[config.mk]
export PLATFORM = sky130hd
export DESIGN_NAME = thread_issue_sched
export DESIGN_NICKNAME = d
export VERILOG_FILES = /design/src/rtl/tis_pkg.sv /design/src/rtl/tis_slot_table.sv /design/src/rtl/tis_rotor.sv /design/src/rtl/tis_rr_pick.sv /design/src/rtl/thread_issue_sched.sv
export SDC_FILE = /design/constraint.sdc
export NUM_CORES = 1
export LEC_CHECK = 0
export ABC_CLOCK_PERIOD_IN_PS = 9800
export BUFFER_PORTS_ARGS = -buffer_cell sky130_fd_sc_hd__buf_2
export CAP_MARGIN = 10
export CORE_MARGIN = 5
export CORE_UTILIZATION = 60
export CTS_BUF_LIST = sky130_fd_sc_hd__clkbuf_16
export DETAILED_ROUTE_END_ITERATION = 12
export GPL_TIMING_DRIVEN = 0
export PLACE_DENSITY = 0.82
export SKIP_LAST_GASP = 1
export SLEW_MARGIN = 20
export SYNTH_ARGS = -nofsm -noshare
export SYNTH_HDL_FRONTEND = slang
export SYNTH_HIERARCHICAL = 1
export SYNTH_SLANG_ARGS = --single-unit
[constraint.sdc]
create_clock -name clk -period 9.8 [get_ports clk]
set_input_delay 1.96 -clock clk [delete_from_list [all_inputs] [get_ports clk]]
set_output_delay 1.96 -clock clk [all_outputs]
set_load 0.005 [all_outputs]
[src/rtl/tis_pkg.sv]
package tis_pkg;
   typedef enum logic [1:0] {
      POL_FIXED = 2'd0,
      POL_TABLE = 2'd1,
      POL_READY = 2'd2,
      POL_RSVD  = 2'd3
   } policy_e;
endpackage

[src/rtl/tis_slot_table.sv]
module tis_slot_table #(
   parameter int N_THREADS = 8,
   parameter int N_SLOTS   = 16,
   parameter int TID_W     = $clog2(N_THREADS),
   parameter int SLOT_W    = $clog2(N_SLOTS)
) (
   input  logic              clk,
   input  logic              rst_n,
   input  logic              wr_en,
   input  logic [SLOT_W-1:0] wr_slot,
   input  logic [TID_W-1:0]  wr_tid,
   input  logic [SLOT_W-1:0] rd_slot,
   output logic [TID_W-1:0]  rd_tid
);
   logic [TID_W-1:0] ent [N_SLOTS];

   // one register per slot; reset pattern is slot index modulo thread count
   for (genvar g = 0; g < N_SLOTS; g++) begin : g_ent
      always_ff @(posedge clk or negedge rst_n) begin
         if (!rst_n)
            ent[g] <= TID_W'(g % N_THREADS);
         else if (wr_en && (wr_slot == SLOT_W'(g)))
            ent[g] <= wr_tid;
      end
   end

   assign rd_tid = ent[rd_slot];

   // a write is present in the table one cycle later
   a_r6_write_lands: assert property (@(posedge clk) disable iff (!rst_n)
      wr_en |=> ent[$past(wr_slot)] == $past(wr_tid));
endmodule

[src/rtl/tis_rotor.sv]
module tis_rotor
   import tis_pkg::*;
#(
   parameter int N_THREADS = 8,
   parameter int N_SLOTS   = 16,
   parameter int SLOT_W    = $clog2(N_SLOTS)
) (
   input  logic              clk,
   input  logic              rst_n,
   input  logic [1:0]        policy,
   output logic [SLOT_W-1:0] cur_slot
);
   localparam logic [SLOT_W:0] SPAN_TBL = (SLOT_W+1)'(N_SLOTS);
   localparam logic [SLOT_W:0] SPAN_FIX = (SLOT_W+1)'(N_THREADS);

   logic [SLOT_W-1:0] ptr_q;
   logic [1:0]        pol_q;
   logic [SLOT_W:0]   span;
   logic              at_end;

   always_comb begin
      cur_slot = (policy != pol_q) ? '0 : ptr_q;
      span     = (policy_e'(policy) == POL_TABLE) ? SPAN_TBL : SPAN_FIX;
      at_end   = ({1'b0, cur_slot} == (span - 1'b1));
   end

   always_ff @(posedge clk or negedge rst_n) begin
      if (!rst_n) begin
         ptr_q <= '0;
         pol_q <= POL_FIXED;
      end else begin
         ptr_q <= at_end ? '0 : cur_slot + 1'b1;
         pol_q <= policy;
      end
   end

   // a new policy starts its rotation at slot 0
   a_r9_restart_slot0: assert property (@(posedge clk) disable iff (!rst_n)
      ($past(rst_n) && policy != $past(policy)) |-> cur_slot == '0);

   // table walk steps by one and wraps at the last slot
   a_r5_table_walk: assert property (@(posedge clk) disable iff (!rst_n)
      ($past(rst_n) && policy == $past(policy) && policy_e'(policy) == POL_TABLE)
      |-> cur_slot == (($past(cur_slot) == SLOT_W'(N_SLOTS-1)) ? '0 : $past(cur_slot) + 1'b1));
endmodule

[src/rtl/tis_rr_pick.sv]
module tis_rr_pick #(
   parameter int N_THREADS = 8,
   parameter int TID_W     = $clog2(N_THREADS)
) (
   input  logic [N_THREADS-1:0] ready,
   input  logic [TID_W-1:0]     last,
   output logic                 found,
   output logic [TID_W-1:0]     pick
);
   logic [TID_W-1:0] idx;

   // search upward from the thread after the last issuer, with wrap
   always_comb begin
      found = 1'b0;
      pick  = '0;
      idx   = '0;
      for (int k = 1; k <= N_THREADS; k++) begin
         idx = last + TID_W'(k);
         if (!found && ready[idx]) begin
            found = 1'b1;
            pick  = idx;
         end
      end
   end

   // a picked thread is always ready; R8: nothing found only when idle
   always_comb begin
      a_r7_pick_ready: assert (!found || ready[pick]);
      a_r8_found_any:  assert (found == (|ready));
   end
endmodule

[src/rtl/thread_issue_sched.sv]
module thread_issue_sched
   import tis_pkg::*;
#(
   parameter int N_THREADS = 8,
   parameter int N_SLOTS   = 16,
   parameter int TID_W     = $clog2(N_THREADS),
   parameter int SLOT_W    = $clog2(N_SLOTS)
) (
   input  logic                 clk,
   input  logic                 rst_n,
   input  logic [N_THREADS-1:0] thr_ready,
   input  logic [1:0]           policy,
   input  logic                 cfg_we,
   input  logic [SLOT_W-1:0]    cfg_slot,
   input  logic [TID_W-1:0]     cfg_tid,
   output logic                 issue_valid,
   output logic [TID_W-1:0]     thread_id,
   output logic                 bubble
);
   // elaboration-time parameter checks
   if (N_THREADS < 2 || (N_THREADS & (N_THREADS - 1)) != 0) begin : g_bad_threads
      $error("N_THREADS must be a power of two, at least 2");
   end
   if (N_SLOTS < N_THREADS || (N_SLOTS & (N_SLOTS - 1)) != 0) begin : g_bad_slots
      $error("N_SLOTS must be a power of two, not below N_THREADS");
   end

   logic [SLOT_W-1:0] cur_slot;
   logic [TID_W-1:0]  tbl_tid;
   logic [TID_W-1:0]  last_q;
   logic              rr_found;
   logic [TID_W-1:0]  rr_pick;
   logic [TID_W-1:0]  owner;
   logic              go;
   policy_e           pol;

   assign pol = policy_e'(policy);

   tis_rotor #(.N_THREADS(N_THREADS), .N_SLOTS(N_SLOTS), .SLOT_W(SLOT_W)) u_rotor (
      .clk(clk), .rst_n(rst_n), .policy(policy), .cur_slot(cur_slot));

   tis_slot_table #(.N_THREADS(N_THREADS), .N_SLOTS(N_SLOTS), .TID_W(TID_W), .SLOT_W(SLOT_W)) u_table (
      .clk(clk), .rst_n(rst_n), .wr_en(cfg_we), .wr_slot(cfg_slot), .wr_tid(cfg_tid),
      .rd_slot(cur_slot), .rd_tid(tbl_tid));

   tis_rr_pick #(.N_THREADS(N_THREADS), .TID_W(TID_W)) u_pick (
      .ready(thr_ready), .last(last_q), .found(rr_found), .pick(rr_pick));

   always_comb begin
      unique case (pol)
         POL_TABLE: begin owner = tbl_tid;                    go = thr_ready[tbl_tid]; end
         POL_READY: begin owner = rr_found ? rr_pick : '0;    go = rr_found;           end
         default:   begin owner = cur_slot[TID_W-1:0];        go = thr_ready[cur_slot[TID_W-1:0]]; end
      endcase
   end

   assign issue_valid = go;
   assign bubble      = ~go;
   assign thread_id   = owner;

   // last issuer, tracked in every policy
   always_ff @(posedge clk or negedge rst_n) begin
      if (!rst_n)   last_q <= TID_W'(N_THREADS - 1);
      else if (go)  last_q <= owner;
   end

   // issue and bubble are exclusive and one is always set
   a_r1_exclusive: assert property (@(posedge clk) disable iff (!rst_n)
      $onehot({issue_valid, bubble}));

   // fixed rotation advances the thread by one each cycle
   a_r2_fixed_step: assert property (@(posedge clk) disable iff (!rst_n)
      ($past(rst_n) && policy == $past(policy) && (pol == POL_FIXED || pol == POL_RSVD))
      |-> thread_id == $past(thread_id) + 1'b1);

   // in rotation policies the slot owner alone decides issue
   a_r3_owner_gate: assert property (@(posedge clk) disable iff (!rst_n)
      (pol != POL_READY) |-> issue_valid == thr_ready[thread_id]);

   // idle ready-driven cycle reports thread 0 as a bubble
   a_r8_idle_bubble: assert property (@(posedge clk) disable iff (!rst_n)
      (pol == POL_READY && thr_ready == '0) |-> (bubble && thread_id == '0));

   // with several ready threads, back-to-back picks differ
   a_r7_rotate: assert property (@(posedge clk) disable iff (!rst_n)
      ($past(rst_n) && pol == POL_READY && $past(issue_valid) && $countones(thr_ready) >= 2)
      |-> thread_id != $past(thread_id));
endmodule

==> metrics.md <==
| Metric | Value |
|---|---|
| Clk sinks | `57` |
| Final Setup Violations | `0` |
| Fin crit period | `6.99 ns` |
| Vias per cell | `6.45` |
| Post-DRT Antenna Nets | `0` |
| RSZ-0062 raised after global routing | `false` |
| Setup tns final | `0 ns` |
| Reg2Reg Capture Point | `last_q[0]` |
| Die area | `0.00801 mm²` |
| Crit start category | `primary input` |
| Post-synth EDFFs | `0` |
| Synth Instances | `305` |
| Max Cap Viol | `0` |
| Multi-input gate area | `0.00222 mm²` |
| Top cells by count, synth | `mux2_2, dfrtp_1, dfstp_2` |
| Nets | `365` |
| Area share of the largest cell type after synthesis | `19.8%` |
| Setup Skew | `0.00514 ns` |
| Pre-CTS setup slack | `2.82 ns` |
| Ports | `25` |
| Remaining global-route overflow | `0` |
| Post-synthesis sequential area ratio | `38.5%` |
| Drc violations | `0` |
| Area Growth Syn to Fin | `13.8%` |
| Post-Syn Area | `0.00379 mm²` |
| Pint | `0.728 mW` |
| Layout cell share with drive strength beyond 1 | `41.7%` |
| Gpl congestion | `0.928` |
| TritonRoute pass-1 iters | `4` |
| Synthesized flop and latch total | `57` |
| Initial antenna violation count | `0` |
| Core area | `0.00624 mm²` |
| Crit end category | `output port` |
| Die H | `89.5 µm` |
| First-pass GRT wire length | `13,900 µm` |
| Vias | `2,721` |
| Hold_sp | `u_table/ent[39]` |
| Diode count | `0` |
| Status | `complete, no violations` |
| Post-route setup slack | `2.81 ns` |
| Reg2Reg Depth | `15` |
| Yosys Warn Count | `6` |
| VDD IR max | `0.000180 V` |
| Avg WL per Cell | `19.9 µm` |
| Hold Path Sink | `u_table/ent[39]` |
| Clock Latency Late Sink | `0.32 ns` |
| Dpl cell area | `0.00401 mm²` |
| Root buffer cell | `clkbuf_16` |
| CTS tree | `built` |
| Row count | `29` |
| DP HPWL | `6090 µm` |
| R2r setup slk | `4.96 ns` |
| Slew HR | `53.3%` |
| Final Max Slew Viols | `0` |
| Post-cts resize count | `0` |
| Crit Path Category | `primary input to output port` |
| Final instance area | `0.00432 mm²` |
| Hold WC Path Type | `flop to flop` |
| Hold buffers post-CTS | `0` |
| CP required | `7.84 ns` |
| Largest cells by area after synthesis | `dfrtp_1, dfstp_2, mux2_2` |
| Worst slew pin tran | `0.700 ns` |
| Combinational power share | `38.8%` |
| Syn_area_per_cell | `12.4 µm²` |
| FF+latch area | `0.00146 mm²` |
| Asr flop ratio synth | `100%` |
| Pwr dens | `247 mW/mm²` |
| R2R Path Start | `last_q[1]` |
| Number of port buffers | `24` |
| Post-Layout Cell Count | `422` |
| Pin count of the biggest net entering global routing | `58` |
| Most used cell, CP | `buf_2` |
| Synth unique cells | `56` |
| Vias in the first global route | `2,845` |
| Sw Share | `31.7%` |
| Pleak | `1.78 nW` |
| CP Max Fanout | `10` |
| Fmax | `143 MHz` |
| Sw power | `0.338 mW` |
| Final hold violation count | `0` |
| Max stage delay on crit path | `0.51 ns` |
| Largest area contributor in the netlist | `dfrtp_1` |
| Die width | `89.5 µm` |
| Most common cell in the netlist | `mux2_2` |
| Critical path data arrival time | `5.03 ns` |
| H-tree depth | `3` |
| Delay-heaviest family, CP | `compound AO/OA/AOI/OAI gates` |
| Initial DRC count | `164` |
| Clock transition at path regs | `0.05 ns` |
| Total Routed Length | `8390 µm` |
| Filler cell count | `436` |
| Clk pwr share | `29.6%` |
| Worst hold path cell count | `1` |
| Synth Flop Type | `dfrtp_1` |
| CTS max path bufs | `2` |
| Period utilisation layout | `71.4%` |
| Layout Utilization | `69.1%` |
| Setup Fix Bufs, Post-CTS | `0` |
| Gr usage total | `23.2%` |
| Post-Synthesis Net Count | `330` |
| Critical-path top delay cell | `mux4_2` |
| Worst path buffer plus inverter count | `4` |
| Critical Path, Cell by Cell | `buf_2 > xnor2_2 > and3_1 > buf_6 > mux4_2 > a22oi_1 > nand3_1 > mux2i_1 > o31a_2 > a32oi_4 > inv_1 > buf_2` |
| Starting Density | `60.7%` |
| Placed cells | `406` |
| Inserted Clock Buffers | `9` |
| Sequential share of power | `31.6%` |
[cell type report]
type,count,area share (%)
clock inverters,7,1.86
multi-input cells,227,51.3
well taps,77,2.23
inverters,8,0.696
repair buffers,24,2.84
flip-flops and latches,57,33.8
plain buffers,13,1.97
clock buffers,9,5.22
[worst reg2reg max path, delay by kind of cell, from the launching register on]
family / cells / cell delay [ns]
compound gates: 3 / 0.47
flops: 1 / 0.54
simple gates: 3 / 0.81
buf+inv: 5 / 1.45
fa+ha+maj: 1 / 0.32
mux: 3 / 1.15
[per-layer routing]
| layer | global-route usage, % | up-vias | wire length, µm |
|---|---|---|---|
| met3 | 4.33 | 20 | 308 |
| li1 | - | 1242 | - |
| met2 | 39.9 | 77 | 4500 |
| met5 | 0 | - | 0 |
| met4 | 10.1 | 0 | 225 |
| met1 | 28.5 | 1382 | 3350 |
[power by group through the flow]
stage          clock network [mW]  registers [mW]  logic, mW
2_1_floorplan                   0           0.326      0.328
3_3_place_gp                    0           0.334      0.399
3_5_place_dp                    0           0.338      0.408
4_1_cts                     0.323           0.336      0.410
5_1_grt                     0.331           0.343      0.452
6_report                    0.316           0.337      0.414
[registers in the layout (all words and copies together) (netlist names)]
| name | cells |
|---|---|
| last_q | 3 |
| u_rotor/pol_q | 2 |
| u_rotor/ptr_q | 4 |
| u_table/ent | 48 |
[how the worst max path moves through the flow]
| stage | startpoint | endpoint | depth (start not counted) | slack [ns] |
|---|---|---|---|---|
| after floorplan | policy[0] | bubble | 10 | 3.49 |
| after global placement | policy[0] | bubble | 12 | 2.87 |
| after detailed placement | policy[1] | bubble | 12 | 2.82 |
| after CTS | policy[0] | bubble | 12 | 2.80 |
| after global routing | last_q[1] | thread_id[0] | 15 | 2.57 |
| final | policy[1] | bubble | 12 | 2.81 |
[per-stage QoR]
stage               hold slack (ns)  power [mW]
finish                        0.495        1.07
global route                  0.516        1.13
CTS                           0.497        1.07
detailed placement            0.482       0.747
global placement              0.467       0.733
floorplan                     0.456       0.654
[cell families after synthesis]
family / Yosys count / share of synthesized area [%]
simple gates: 78 / 10.9
flops: 57 / 38.5
buf+inv: 21 / 3.04
fa+ha+maj: 5 / 1.65
mux: 93 / 35.0
compound gates: 45 / 8.91
xor+xnor: 6 / 1.98
[placed cells by master, fill, tap and decap left out, types with 4 or more instances in the layout]
cell type  instances
clkbuf_16          9
dfstp_2           27
mux2i_1           11
nand2b_1           6
mux4_1             7
mux4_2            14
dfrtp_1           30
buf_2             25
mux2_1            11
nand3_1           12
a22oi_1            4
mux2_2            42
clkbuf_1           6
inv_1             11
a21oi_1           10
o21ai_0            4
nand2_1           17
mux2_4             8
and3_1             4
nor2b_1            5
ha_1               5
nor2_1            19
Note: power is estimated with default switching activity, not from simulation.
